### src/rtl/mac8_chain.sv
module mac8_chain #(
  parameter int DW = 8
) (
  input  logic          clk,
  input  logic          rst_n,
  input  logic          start,
  input  logic          op_sel,
  input  logic [DW-1:0] operand,
  input  logic [DW-1:0] acc_in,
  input  logic          mreg_we,
  input  logic [DW-1:0] mreg_din,
  output logic [DW-1:0] acc_out,
  output logic [DW-1:0] hi_out,
  output logic [DW-1:0] mreg_out,
  output logic          busy,
  output logic          done
);
  localparam int STEPS = DW / 2;
  localparam int CW    = (STEPS > 1) ? $clog2(STEPS) : 1;

  logic [CW-1:0]   cnt_q;
  logic [DW-1:0]   mcand_q, mpl_q, hi_q, w_q, mreg_q;
  logic [2*DW-1:0] sum_q, sum_nxt, ext;
  logic [DW+1:0]   part;
  logic            busy_q, done_q;

  wire accept = start && !busy_q;

  assign part = ({2'b00, mcand_q} & {(DW+2){mpl_q[0]}})
              + ({1'b0, mcand_q, 1'b0} & {(DW+2){mpl_q[1]}});
  assign ext     = {{(DW-2){1'b0}}, part} << {cnt_q, 1'b0};
  assign sum_nxt = sum_q + ext;

  always_ff @(posedge clk) begin
    if (!rst_n) begin
      busy_q  <= 1'b0;
      done_q  <= 1'b0;
      cnt_q   <= '0;
      mcand_q <= '0;
      mpl_q   <= '0;
      sum_q   <= '0;
      hi_q    <= '0;
      w_q     <= '0;
      mreg_q  <= '0;
    end else begin
      done_q <= 1'b0;
      if (accept) begin
        busy_q  <= 1'b1;
        cnt_q   <= '0;
        mcand_q <= operand;
        mpl_q   <= op_sel ? mreg_q : acc_in;
        sum_q   <= op_sel ? {{DW{1'b0}}, hi_q} : '0;
      end else if (busy_q) begin
        sum_q <= sum_nxt;
        mpl_q <= mpl_q >> 2;
        cnt_q <= cnt_q + 1'b1;
        if (cnt_q == CW'(STEPS - 1)) begin
          busy_q <= 1'b0;
          done_q <= 1'b1;
          hi_q   <= sum_nxt[2*DW-1:DW];
          w_q    <= sum_nxt[DW-1:0];
        end
      end
      if (accept && !op_sel) mreg_q <= acc_in;
      else if (mreg_we)      mreg_q <= mreg_din;
    end
  end

  assign acc_out  = w_q;
  assign hi_out   = hi_q;
  assign mreg_out = mreg_q;
  assign busy     = busy_q;
  assign done     = done_q;
endmodule

### config.mk
export PLATFORM = sky130hd
export DESIGN_NAME = mac8_chain
export DESIGN_NICKNAME = d
export VERILOG_FILES = /design/src/rtl/mac8_chain.sv
export SDC_FILE = /design/constraint.sdc
export NUM_CORES = 1
export LEC_CHECK = 0
export ABC_AREA = 0
export BUFFER_PORTS_ARGS = -buffer_cell sky130_fd_sc_hd__buf_2
export CAP_MARGIN = 20
export CORE_MARGIN = 1.5
export CORE_UTILIZATION = 30
export CTS_BUF_LIST = sky130_fd_sc_hd__clkbuf_16
export CTS_CLUSTER_DIAMETER = 200
export DETAILED_ROUTE_END_ITERATION = 16
export PLACE_DENSITY_LB_ADDON = 0.08
export SLEW_MARGIN = 20
export SYNTH_ARGS = -nofsm -noshare
export SYNTH_HDL_FRONTEND = slang
export SYNTH_SLANG_ARGS = --single-unit
export TNS_END_PERCENT = 30
### constraint.sdc
create_clock -name clk -period 7.1 [get_ports clk]
set_input_delay 1.42 -clock clk [delete_from_list [all_inputs] [get_ports clk]]
set_output_delay 1.42 -clock clk [all_outputs]
set_load 0.1 [all_outputs]
# Word-level counts from Yosys, hierarchy flattened
# Index checks and enable logic that the tools add are counted.
dict set report totals {
  register_bits 60
  inputBits 29
  out_inout_bits 26
  wordCells 40
}
dict set report classes {
  addsub 3
  eq_ne 1
  n_shift 1
  n_mux 12
  n_bitwise 5
  n_reduce_logical 9
}
# operator n
set ops {}
lappend ops {{8-bit two-way mux} 6}
lappend ops {{16-bit two-way mux} 2}
lappend ops {{16-bit adder} 1}
lappend ops {{10-bit by 3-bit left shift with 16-bit output} 1}
lappend ops {{10-bit adder} 1}
lappend ops {{8-bit by 10-bit bitwise AND with 10-bit output} 1}
lappend ops {{9-bit by 10-bit bitwise AND with 10-bit output} 1}
lappend ops {{1-bit two-way mux} 4}
lappend ops {{2-bit nonzero test} 2}
lappend ops {{1-bit inverter} 3}
lappend ops {{3-bit AND reduction} 1}
lappend ops {{3-bit OR reduction} 1}
lappend ops {{2-bit by 1-bit adder with 2-bit output, second input constant} 1}
lappend ops {{2-bit equality test, second input constant} 1}
lappend ops {{1-bit logical AND} 2}
lappend ops {{1-bit zero test} 2}
lappend ops {{2-bit OR reduction} 1}

# Longest topological paths before layout
# Gate-level depths: netlist of the first run.
dict set report logic_depth {
  depth_word 6
  ltp_mapped 18
  mapped_depth_nobuf 17
}

# Worst setup path after synthesis of the first run
# Ideal clock, no wire load.
dict set report synth_timing {
  kind {register to register}
  startpoint {register mpl_q[0]}
  endpoint {register hi_q[6], in the netlist hi_out[6]}
  setup_ns 0.062
  t_arrival_ns 3.373
  required_ns 7.038
  setup_slack_ns 3.665
  stages_incl_launch_ff 18
  path_buffers 1
  synth_period_minus_slack_ns 3.435
  cell_sequence {dfxtp_1 > clkbuf_1 > and2_1 > ha_1 > inv_1 > fa_1 > nand2b_1 > a21oi_1 > nor2_1 > xnor2_1 > nand2_1 > mux2i_1 > ha_1 > a21oi_1 > o21ai_0 > a211oi_2 > mux2_2 > nand2_1}
}
dict set report synth_via {
  elab_chain_cells 4
}
# item line
set synth_lines {}
lappend synth_lines {{from (decl)} 22} ;# logic [DW-1:0] mcand_q, mpl_q, hi_q, w_q, mreg_q;
lappend synth_lines {{from (signal assigned)} 51} ;# mpl_q <= op_sel ? mreg_q : acc_in;
lappend synth_lines {{from (signal assigned)} 55} ;# mpl_q <= mpl_q >> 2;
lappend synth_lines {{8-bit by 10-bit bitwise AND with 10-bit output} 29} ;# assign part = ({2'b00, mcand_q} & {(DW+2){mpl_q[0]}})
lappend synth_lines {{10-bit adder} 30} ;# + ({1'b0, mcand_q, 1'b0} & {(DW+2){mpl_q[1]}});
lappend synth_lines {{10-bit by 3-bit left shift with 16-bit output} 31} ;# assign ext = {{(DW-2){1'b0}}, part} << {cnt_q, 1'b0};
lappend synth_lines {{16-bit adder} 32} ;# assign sum_nxt = sum_q + ext;
lappend synth_lines {{to (signal assigned)} 60} ;# hi_q <= sum_nxt[2*DW-1:DW];
lappend synth_lines {{to (decl)} 22}
# No other way between the ends.
# A chain may end at the register's enable or synchronous reset.

# Worst setup path after layout of the first run
dict set report layout_timing {
  startpoint {register mpl_q[0]}
  endpoint {register hi_q[7], in the netlist hi_out[7]}
}
# The elaborated chain is that of the path after synthesis.

==> results of run 1 <==
-- power by group through the flow --
stage | combinational (mW) | clock (mW) | sequential, mW
CTS | 0.129 | 0.390 | 0.363
global placement | 0.129 | 0 | 0.370
detailed placement | 0.128 | 0 | 0.370
floorplan | 0.0750 | 0 | 0.394
global route | 0.140 | 0.403 | 0.366
finish | 0.128 | 0.378 | 0.363
-- worst max-delay path, stage by stage, from the launching register on --
cell and delay, ps:
sky130_fd_sc_hd__dfxtp_1 480, sky130_fd_sc_hd__and2_1 180, sky130_fd_sc_hd__ha_1 170, sky130_fd_sc_hd__inv_1 60, sky130_fd_sc_hd__fa_1 380, sky130_fd_sc_hd__nand2b_1 180, sky130_fd_sc_hd__a21oi_1 260, sky130_fd_sc_hd__nor2_1 100
sky130_fd_sc_hd__xnor2_1 300, sky130_fd_sc_hd__mux2i_1 150, sky130_fd_sc_hd__mux2i_1 230, sky130_fd_sc_hd__ha_1 310, sky130_fd_sc_hd__nand2_1 110, sky130_fd_sc_hd__o21bai_1 130, sky130_fd_sc_hd__a221o_1 340, sky130_fd_sc_hd__a21oi_1 290
sky130_fd_sc_hd__xnor2_1 180, sky130_fd_sc_hd__o21ai_0 90
-- cell families after synthesis --
family,synth area share [%]
compound gates,24.6
xor+xnor,3.11
fa+ha+maj,8.62
buf+inv,5.93
flops,30.4
mux,7.13
simple gates,20.2
-- cell type report --
class                   count  area (µm²)  share of cell area (%)
well taps                 172         215                    4.74
inverters                  19        71.3                    1.57
repair buffers             57         293                    6.44
multi-input cells         378        2520                    55.4
flip-flops and latches     60        1200                    26.4
clock buffers               9         225                    4.96
clock inverters             5        21.3                   0.468
-- metrics by stage --
stage | hold WS [ps] | std cells
after floorplan | 432 | 488
after global placement | 433 | 686
after detailed placement | 447 | 686
after CTS | 459 | 700
after global routing | 489 | 700
final | 453 | 700
-- path summary, 6_finish.rpt --
check	slack (ps)	cells after the start	to
worst max-delay path	3050	17	hi_out[7]$_SDFFE_PN0P_
worst max register to register	3050	17	hi_out[7]$_SDFFE_PN0P_
worst min register to register	450	2	acc_out[5]$_SDFFE_PN0P_
worst min-delay path	450	2	acc_out[5]$_SDFFE_PN0P_
-- layer usage --
metal,share of wire [%],track usage [%],up-vias,routed length [µm]
met3,4.1,3.05,8,458
met1,50,23.7,1659,5630
met5,0,0,-,0
met4,0.93,4.95,0,104
li1,-,-,1822,-
met2,45,25.1,58,4990
-- flip-flops by register name, indices dropped and copies added, names as in the netlist --
signal,flops
mcand_q,8
busy,1
cnt_q,2
hi_out,8
mreg_out,8
mpl_q,8
done,1
acc_out,8
sum_q,16
-- placed cells by master, fill, tap and decap left out, types with 3 or more instances in the layout --
master                      synthesis  layout
sky130_fd_sc_hd__dfxtp_1           60      60
sky130_fd_sc_hd__buf_2              3      54
sky130_fd_sc_hd__nor2_1            52      52
sky130_fd_sc_hd__nand2_1           52      52
sky130_fd_sc_hd__a21oi_1           45      44
sky130_fd_sc_hd__mux2i_1           27      27
sky130_fd_sc_hd__ha_1              24      24
sky130_fd_sc_hd__o21ai_0           23      23
sky130_fd_sc_hd__a211oi_1          20      20
sky130_fd_sc_hd__inv_1             19      19
sky130_fd_sc_hd__and2_1            14      14
sky130_fd_sc_hd__nand3_1           11      11
sky130_fd_sc_hd__nand2b_1           9       9
sky130_fd_sc_hd__clkbuf_16          0       9
sky130_fd_sc_hd__and3_1             8       8
sky130_fd_sc_hd__xor2_1             7       7
sky130_fd_sc_hd__xnor2_1            7       7
sky130_fd_sc_hd__o211ai_1           6       6
sky130_fd_sc_hd__nor2b_1            6       6
sky130_fd_sc_hd__a21o_1             5       5
sky130_fd_sc_hd__o2111ai_1          3       3
sky130_fd_sc_hd__o21a_1             3       3
sky130_fd_sc_hd__a211oi_2           3       3
sky130_fd_sc_hd__nand3b_1           3       3
sky130_fd_sc_hd__a311oi_1           3       3
sky130_fd_sc_hd__a22o_1             3       3
sky130_fd_sc_hd__clkinv_1           0       3
sky130_fd_sc_hd__buf_4              0       3
==> flow_metrics.tcl, run 1 <==
set metrics [dict create \
    outcome "finished clean" \
    clock_tree.root_cell "sky130_fd_sc_hd__clkbuf_16" \
    diodes 0 \
    gr-usage-all-layers_pct 16.5 \
    synth_nets 543 \
    number_of_hold_buffers_added_after_cts 0 \
    rr_startpoint "mpl_q[0]$_SDFFE_PN0P_" \
    finalWorstSetupSlack_ps 3050 \
    yosysUniqueCellTypes 61 \
    die_h_um 118 \
    mean_instance_size_in_the_synthesized_netlist_um2 8.09 \
    sw_frac_of_total_pct 29.1 \
    synth_largest_type_area_fraction_pct 30.4 \
    via_count 3547 \
    cts.sink_count 60 \
    yosys-top-cells-count "sky130_fd_sc_hd__dfxtp_1 (60), sky130_fd_sc_hd__nand2_1 (52), sky130_fd_sc_hd__nor2_1 (52)" \
    route.final.wire_length_mm 11.2 \
    htree_num_levels 3 \
    period_utilization_pct 57.1 \
    internal_power_mw 0.616 \
    antenna_violations_before_repair 0 \
    clock_period_minus_final_worst_setup_slack_ps 4050 \
    hpwl_mm 8.16 \
    avgViaCountPerCell 5.07 \
    flow.area_growth_from_synthesis_pct 15.1 \
    endpoint_kind_of_the_worst_setup_timing_path "flop" \
    yosys_register_bits 60 \
    die_w_um 118 \
    die_area_um2 13900 \
    number_of_maximum_capacitance_violations 0 \
    cts_post_setup_buffers_inserted 0 \
    worst_hold_startpoint "acc_out[5]$_SDFFE_PN0P_" \
    setup_violations 0 \
    seq_area_frac_synth_pct 30.4 \
    post-place-ws_ps 3100 \
    drc 0 \
    final_core_util_pct 35.7 \
    synth_area_leaders "sky130_fd_sc_hd__dfxtp_1 (30%), sky130_fd_sc_hd__ha_1 (7.6%), sky130_fd_sc_hd__mux2i_1 (6.8%), sky130_fd_sc_hd__a21oi_1 (5.7%), sky130_fd_sc_hd__nand2_1 (4.9%)" \
    wire_length_of_the_first_global_routing_pass_mm 18.3 \
    avgRoutedWirePerCell_um 16.0 \
    pwr-share-comb_pct 14.7 \
    total_power_mw 0.868 \
    hold_violations 0 \
    max_freq_ghz 0.247 \
    ant_nets 0 \
    post_synth_instance_area_um2 3950 \
    initial_utilization_pct 31.0 \
    startpoint "mpl_q[0]$_SDFFE_PN0P_" \
    setup_repair_after_global_routing_missed_its_margin "no" \
    async_flop_share_pct 0 \
    cts-buffers-inserted 9 \
    synth.most_common_cell "sky130_fd_sc_hd__dfxtp_1" \
    iteration_0_drc_markers 174 \
    seq_power_share_pct 41.8 \
    worstMarginPinSlew_ps 1020 \
    power.leakage_nw 1.99 \
    design.core.area_um2 12700 \
    postLayoutCellArea_um2 4540 \
    place_area_um2 4300 \
    hp-class "flop to flop" \
    clock_insertion_delay_worst_skew_ps 320 \
    prevailing_post_synth_register_cell "sky130_fd_sc_hd__dfxtp_1" \
    top_level_ports 55 \
    critical_path_arrival_ps 4260 \
    clockBufferDepth 2 \
    power.switching_mw 0.253 \
    place_congestion 0.803 \
    powerDensity_nw_per_um2 191 \
    placement_rows 41 \
    worst_setup_hold_path_clk_slew_ps 50 \
    placement.io_buffers 54 \
    fillerInstances 1408 \
    drive_gt1_share_pct 15.5 \
    setup-tns-final_ps 0 \
    synth_edf_count 0 \
    vdd_drop_max_uv 90.3 \
    tritoncts_clock_tree "yes" \
    critPathKind "flop to flop" \
    fin_skew_ps 4.51 \
    synthCells 488 \
    design.final.nets 580 \
    path_max_fanout 11 \
    first_global_vias 3456 \
    clock_power_share_pct 43.5 \
    critPathRequiredTime_ps 7310 \
    final-max-slew-violation-count 0 \
    pin_count_of_the_biggest_net_entering_global_routing 47 \
    gr-total-overflow 0 \
    ys_warn_count 0 \
    max-slew-margin-rel_pct 31.9 \
    synth_top_area_cell "sky130_fd_sc_hd__dfxtp_1" \
    worst_setup_path_start_kind "flop" \
    drtPass1Iterations 6 \
    post_cts.resized_instances 0 \
]
No activity file was read; power rests on OpenSTA's default activity.
==> run 2, diff against run 1 <==
- clock period: 7.1 -> 4.1 ns (I/O delays scaled with it)
==> run 2 against run 1 <==
Sequential power grew 72%. Via count grew 0.39%. Critical endpoint unchanged. Final cell count grew 0.86%. Cell area grew 2.2%. Global-route usage shrank 0.31 points. Largest power group unchanged.
==> flow_metrics.tcl, run 2 (synthesis results as in run 1) <==
set metrics [dict create \
    layout_common_cells "sky130_fd_sc_hd__dfxtp_1 (58), sky130_fd_sc_hd__buf_2 (54), sky130_fd_sc_hd__nor2_1 (52), sky130_fd_sc_hd__nand2_1 (52), sky130_fd_sc_hd__a21oi_1 (43)" \
    cts_post_setup_buffers_inserted 0 \
    period_utilization_pct 92.0 \
    die_w_um 118 \
    setup-tns-final_ps 0 \
    drive_gt1_share_pct 17.0 \
    iteration_0_drc_markers 172 \
    number_of_maximum_capacitance_violations 0 \
    design.final.nets 584 \
    clockBufferDepth 2 \
    drc 0 \
    avgRoutedWirePerCell_um 15.5 \
    hold_violations 0 \
    worst_setup_path_start_kind "flop" \
    wire_length_of_the_first_global_routing_pass_mm 18.0 \
    tritoncts_clock_tree "yes" \
    initial_utilization_pct 31.0 \
    first_global_vias 3525 \
    design.core.area_um2 12700 \
    placement_rows 41 \
    htree_num_levels 3 \
    slowest_delay_ps 390 \
    finalNonFillerCells 706 \
    worst_setup_hold_path_clk_slew_ps 50 \
    via_count 3561 \
    critPathRequiredTime_ps 4310 \
    max_freq_ghz 0.265 \
    diodes 0 \
    max-slew-margin-rel_pct 50.3 \
    die_h_um 118 \
    top_level_ports 55 \
    register_area_um2 1200 \
    placement.io_buffers 54 \
    timing.hold.ws_ps 454 \
    critPathKind "flop to flop" \
    hp-class "flop to flop" \
    clock_insertion_delay_worst_skew_ps 330 \
    die_area_um2 13900 \
    largest_reg_flops 16 \
    place_congestion 0.843 \
    flow.area_growth_from_synthesis_pct 17.6 \
    gr-usage-all-layers_pct 16.2 \
    fin_skew_ps 6.71 \
    clock_tree.root_cell "sky130_fd_sc_hd__clkbuf_16" \
    vdd_drop_max_uv 148 \
    power.leakage_nw 2.05 \
    path_max_fanout 10 \
    most_common_cell_after_layout_fill_and_taps_aside "sky130_fd_sc_hd__dfxtp_1" \
    cts-buffers-inserted 9 \
    ant_nets 0 \
    critical_path_arrival_ps 3980 \
    worstMarginPinSlew_ps 745 \
    timing.hold.worst_path_depth 2 \
    postLayoutCellArea_um2 4640 \
    final-max-slew-violation-count 0 \
    avgViaCountPerCell 5.04 \
    crit_chain "and2_1, ha_1, nand3_1, o2111ai_1, o311ai_0, xnor2_1, nand2_1, a22oi_1, ha_1, a21oi_2, o21bai_1, a221o_1, a21oi_1, xnor2_1, o21ai_0" \
    place_area_um2 4320 \
    powerDensity_nw_per_um2 354 \
    cts.sink_count 60 \
    pin_count_of_the_biggest_net_entering_global_routing 39 \
    outcome "finished clean" \
    gr-total-overflow 0 \
    drtPass1Iterations 5 \
    antenna_violations_before_repair 0 \
    setup_violations 0 \
    max_flop_register "sum_q" \
    setup_repair_after_global_routing_missed_its_margin "no" \
    route.final.wire_length_mm 11.0 \
    hpwl_mm 8.16 \
    r2r.worst_path.cells 15 \
    fillerInstances 1406 \
    total_power_mw 1.64 \
    multi_input_gate_area_um2 2520 \
    crit_slowest_cell "sky130_fd_sc_hd__ha_1" \
    clock_period_minus_final_worst_setup_slack_ps 3770 \
    endpoint_kind_of_the_worst_setup_timing_path "flop" \
    placed_cells 690 \
]
run 2: cell types whose count changed in the layout (fill, tap and decap cells not counted), sizes merged:
cell	previous run	this run
clkinv	5	2
buf	57	61
clkinvlp	0	1
bufinv	0	2
inv	19	21
run 2: through the flow:
step / setup WS (ps) / utilization, %
after global placement: 163 / 34.0
after global routing: 8.76 / 36.5
after CTS: 120 / 36.4
final: 330 / 36.5
after floorplan: 665 / -
after detailed placement: 171 / 34.0
run 2: layer usage:
layer	part of all wire [%]	global-route usage, %	wire, µm	up-vias
met2	45	25.6	4940	70
met5	0	0	0	-
met3	5.1	2.76	559	10
li1	-	-	-	1837
met1	49	22.5	5330	1644
met4	1.3	5.26	140	0
run 2: path summary, 6_finish.rpt:
kind	start	end	slack (ps)
setup / recovery	mpl_q[1]$_SDFFE_PN0P_	hi_out[7]$_SDFFE_PN0P_	330
hold / removal	acc_out[7]$_SDFFE_PN0P_	acc_out[7]$_SDFFE_PN0P_	450
setup reg to reg	mpl_q[1]$_SDFFE_PN0P_	hi_out[7]$_SDFFE_PN0P_	330
hold reg to reg	acc_out[7]$_SDFFE_PN0P_	acc_out[7]$_SDFFE_PN0P_	450
run 2: area by class of cell:
class	instances	share of cell area, %
clock buffer	9	4.85
inverter	19	1.54
multi-input combinational	378	54.3
sequential	60	25.9
clock inverter	7	1.81
tap	172	4.64
timing repair buffer	61	6.95
run 2: what timing repair did:
action                     CTS  global route
setup endpoints to repair    0            10
gates resized for setup      0             4
hold buffers                 0             0
run 2: power breakdown:
part	total, mW	internal [mW]	switching (mW)
Clock	0.791	0.524	0.267
Sequential	0.625	0.607	0.0181
Combinational	0.228	0.0693	0.159
run 2: worst max-delay path, delay by kind of cell (launching register included):
family	cells	cell delay (ps)
XOR/XNOR	2	500
AND/OR/NAND/NOR	3	390
AO/OA/AOI/OAI	8	1630
flip-flops	1	360
adder cells (fa/ha/maj)	2	770
==> run 3, diff against run 2 <==
- CORE_UTILIZATION: 30 -> 35
- GPL_ROUTABILITY_DRIVEN: not set -> 1
==> run 3 against run 2 <==
Combinational power up 2%. Non-clock buffer count up 2. Global-route usage up 2.7 points. Critical path type unchanged. First-iteration DRC count down 7.6%.
==> flow_metrics.tcl, run 3 (synthesis results as in run 1) <==
set metrics [dict create \
    setup-tns-final_ps 0 \
    antenna_violations_before_repair 0 \
    die_w_um 109 \
    cts-buffers-inserted 9 \
    placement.io_buffers 54 \
    drtPass1Iterations 4 \
    drc 0 \
    initial_utilization_pct 36.1 \
    most_common_cell_after_layout_fill_and_taps_aside "sky130_fd_sc_hd__dfxtp_1" \
    hpwl_mm 8.04 \
    timing.hold.worst_path_depth 2 \
    route.final.wire_length_mm 10.8 \
    place_congestion 0.852 \
    hp-class "flop to flop" \
    pin_count_of_the_biggest_net_entering_global_routing 39 \
    crit_chain "buf_4, and2_1, ha_1, nand3_1, o2111ai_1, o311ai_0, xnor2_1, nand2_1, a22oi_1, ha_2, a21oi_2, o21bai_1, a221o_1, a21oi_1, xnor2_1, o21ai_0" \
    design.core.area_um2 10900 \
    globalRouteMet2Util_pct 28.6 \
    timing.hold.worst_endpoint "acc_out[2]$_SDFFE_PN0P_" \
    powerDensity_nw_per_um2 356 \
    top_level_ports 55 \
    worstMarginPinSlew_ps 670 \
    sw_frac_of_total_pct 27.0 \
    timing.hold.ws_ps 454 \
    clock_period_minus_final_worst_setup_slack_ps 3790 \
    max_flop_register "sum_q" \
    rr_startpoint "mpl_q[1]$_SDFFE_PN0P_" \
    gr-max-usage-layer "met2" \
    period_utilization_pct 92.5 \
    gr-total-overflow 0 \
    cts_post_setup_buffers_inserted 0 \
    slowest_delay_ps 380 \
    setup_violations 0 \
    hold_violations 0 \
    number_of_maximum_capacitance_violations 0 \
    largest_reg_flops 16 \
    critical_path_arrival_ps 4000 \
    grt_met1_use_pct 26.9 \
    ant_nets 0 \
    wire_length_of_the_first_global_routing_pass_mm 17.1 \
    endpoint_kind_of_the_worst_setup_timing_path "flop" \
    gr-usage-all-layers_pct 18.9 \
    layout_common_cells "sky130_fd_sc_hd__dfxtp_1 (59), sky130_fd_sc_hd__buf_2 (54), sky130_fd_sc_hd__nor2_1 (52), sky130_fd_sc_hd__nand2_1 (52), sky130_fd_sc_hd__a21oi_1 (43)" \
    diodes 0 \
    first_global_vias 3360 \
    placement_rows 38 \
    design.final.nets 586 \
    avgRoutedWirePerCell_um 16.0 \
    max_freq_ghz 0.264 \
    die_h_um 109 \
    clockBufferDepth 2 \
    number_of_hold_buffers_added_after_cts 0 \
    clock_insertion_delay_worst_skew_ps 330 \
    seq_power_share_pct 37.9 \
    r2r.worst_path.cells 16 \
    fin_skew_ps 7.41 \
    drive_gt1_share_pct 17.4 \
    path_max_fanout 9 \
    flow.area_growth_from_synthesis_pct 16.9 \
    htree_num_levels 3 \
    avgViaCountPerCell 5.34 \
    power.leakage_nw 2.05 \
    critPathRequiredTime_ps 4300 \
    rr_endpoint "sum_q[15]$_SDFFE_PN0P_" \
    met3_usage_pct 3.59 \
    cts.sink_count 60 \
    worst_setup_path_start_kind "flop" \
    via_count 3603 \
    worst_setup_hold_path_clk_slew_ps 60 \
    worst_hold_startpoint "acc_out[2]$_SDFFE_PN0P_" \
    iteration_0_drc_markers 159 \
    vdd_drop_max_uv 158 \
    die_area_um2 11900 \
    critPathKind "flop to flop" \
    outcome "finished clean" \
    clock_power_share_pct 48.0 \
    total_power_mw 1.64 \
    rrSetupSlack_ps 310 \
    max-slew-margin-rel_pct 55.3 \
    tritoncts_clock_tree "yes" \
    clock_tree.root_cell "sky130_fd_sc_hd__clkbuf_16" \
    setup_repair_after_global_routing_missed_its_margin "no" \
    crit_slowest_cell "sky130_fd_sc_hd__ha_2" \
    cpMostUsedCell "sky130_fd_sc_hd__xnor2_1" \
    power.switching_mw 0.443 \
    internal_power_mw 1.20 \
    final-max-slew-violation-count 0 \
    pwr-share-comb_pct 14.1 \
]
## run 3: layout make-up
type	count	area (µm²)
Clock buffer	9	225
Clock inverter	6	80.1
Fill cell	1155	6320
Inverter	19	71.3
Multi-Input combinational cell	378	2520
Sequential cell	60	1200
Tap cell	140	175
Timing Repair Buffer	63	338
## run 3: power by group through the flow
stage	registers, mW	logic [mW]	clock network (mW)
floorplan	0.682	0.130	0
global placement	0.634	0.232	0
detailed placement	0.635	0.232	0
CTS	0.622	0.234	0.804
global route	0.626	0.254	0.832
finish	0.623	0.232	0.788
## run 3: metal layers
| metal | share of wire, % | vias up | routed length (µm) |
|---|---|---|---|
| met3 | 5.6 | 11 | 609 |
| met2 | 45 | 72 | 4870 |
| met4 | 1.3 | 0 | 139 |
| met1 | 48 | 1684 | 5220 |
| li1 | - | 1836 | - |
| met5 | 0 | - | 0 |
## run 3: worst max path at each step
stage                                      from                      to
after floorplan           mpl_q[0]$_SDFFE_PN0P_  hi_out[6]$_SDFFE_PN0P_
after global placement    mpl_q[0]$_SDFFE_PN0P_  hi_out[6]$_SDFFE_PN0P_
after detailed placement  mpl_q[0]$_SDFFE_PN0P_  hi_out[6]$_SDFFE_PN0P_
after CTS                 mpl_q[0]$_SDFFE_PN0P_  hi_out[6]$_SDFFE_PN0P_
after global routing      mpl_q[1]$_SDFFE_PN0P_  sum_q[15]$_SDFFE_PN0P_
final                     mpl_q[1]$_SDFFE_PN0P_  sum_q[15]$_SDFFE_PN0P_
## run 3: worst max-delay path, delay by kind of cell (launching register included)
family | cells | cell delay (ps)
AND/OR/NAND/NOR | 3 | 360
AO/OA/AOI/OAI | 8 | 1580
flip-flops | 1 | 300
XOR/XNOR | 2 | 530
adder cells (fa/ha/maj) | 2 | 750
buffers and inverters | 1 | 150
## run 3: what timing repair did
action	in CTS	in global routing
hold endpoints to repair	0	0
resized for setup	0	7
setup endpoints to repair	0	12
## run 3: through the flow
stage	setup WS, ps	area [µm²]	utilization [%]	cells
5_1_grt	8.11	4610	42.2	675
4_1_cts	172	4600	42.1	675
3_5_place_dp	201	4300	39.3	660
2_1_floorplan	665	3950	-	488
6_report	307	4610	42.2	675
3_3_place_gp	204	4300	39.3	660
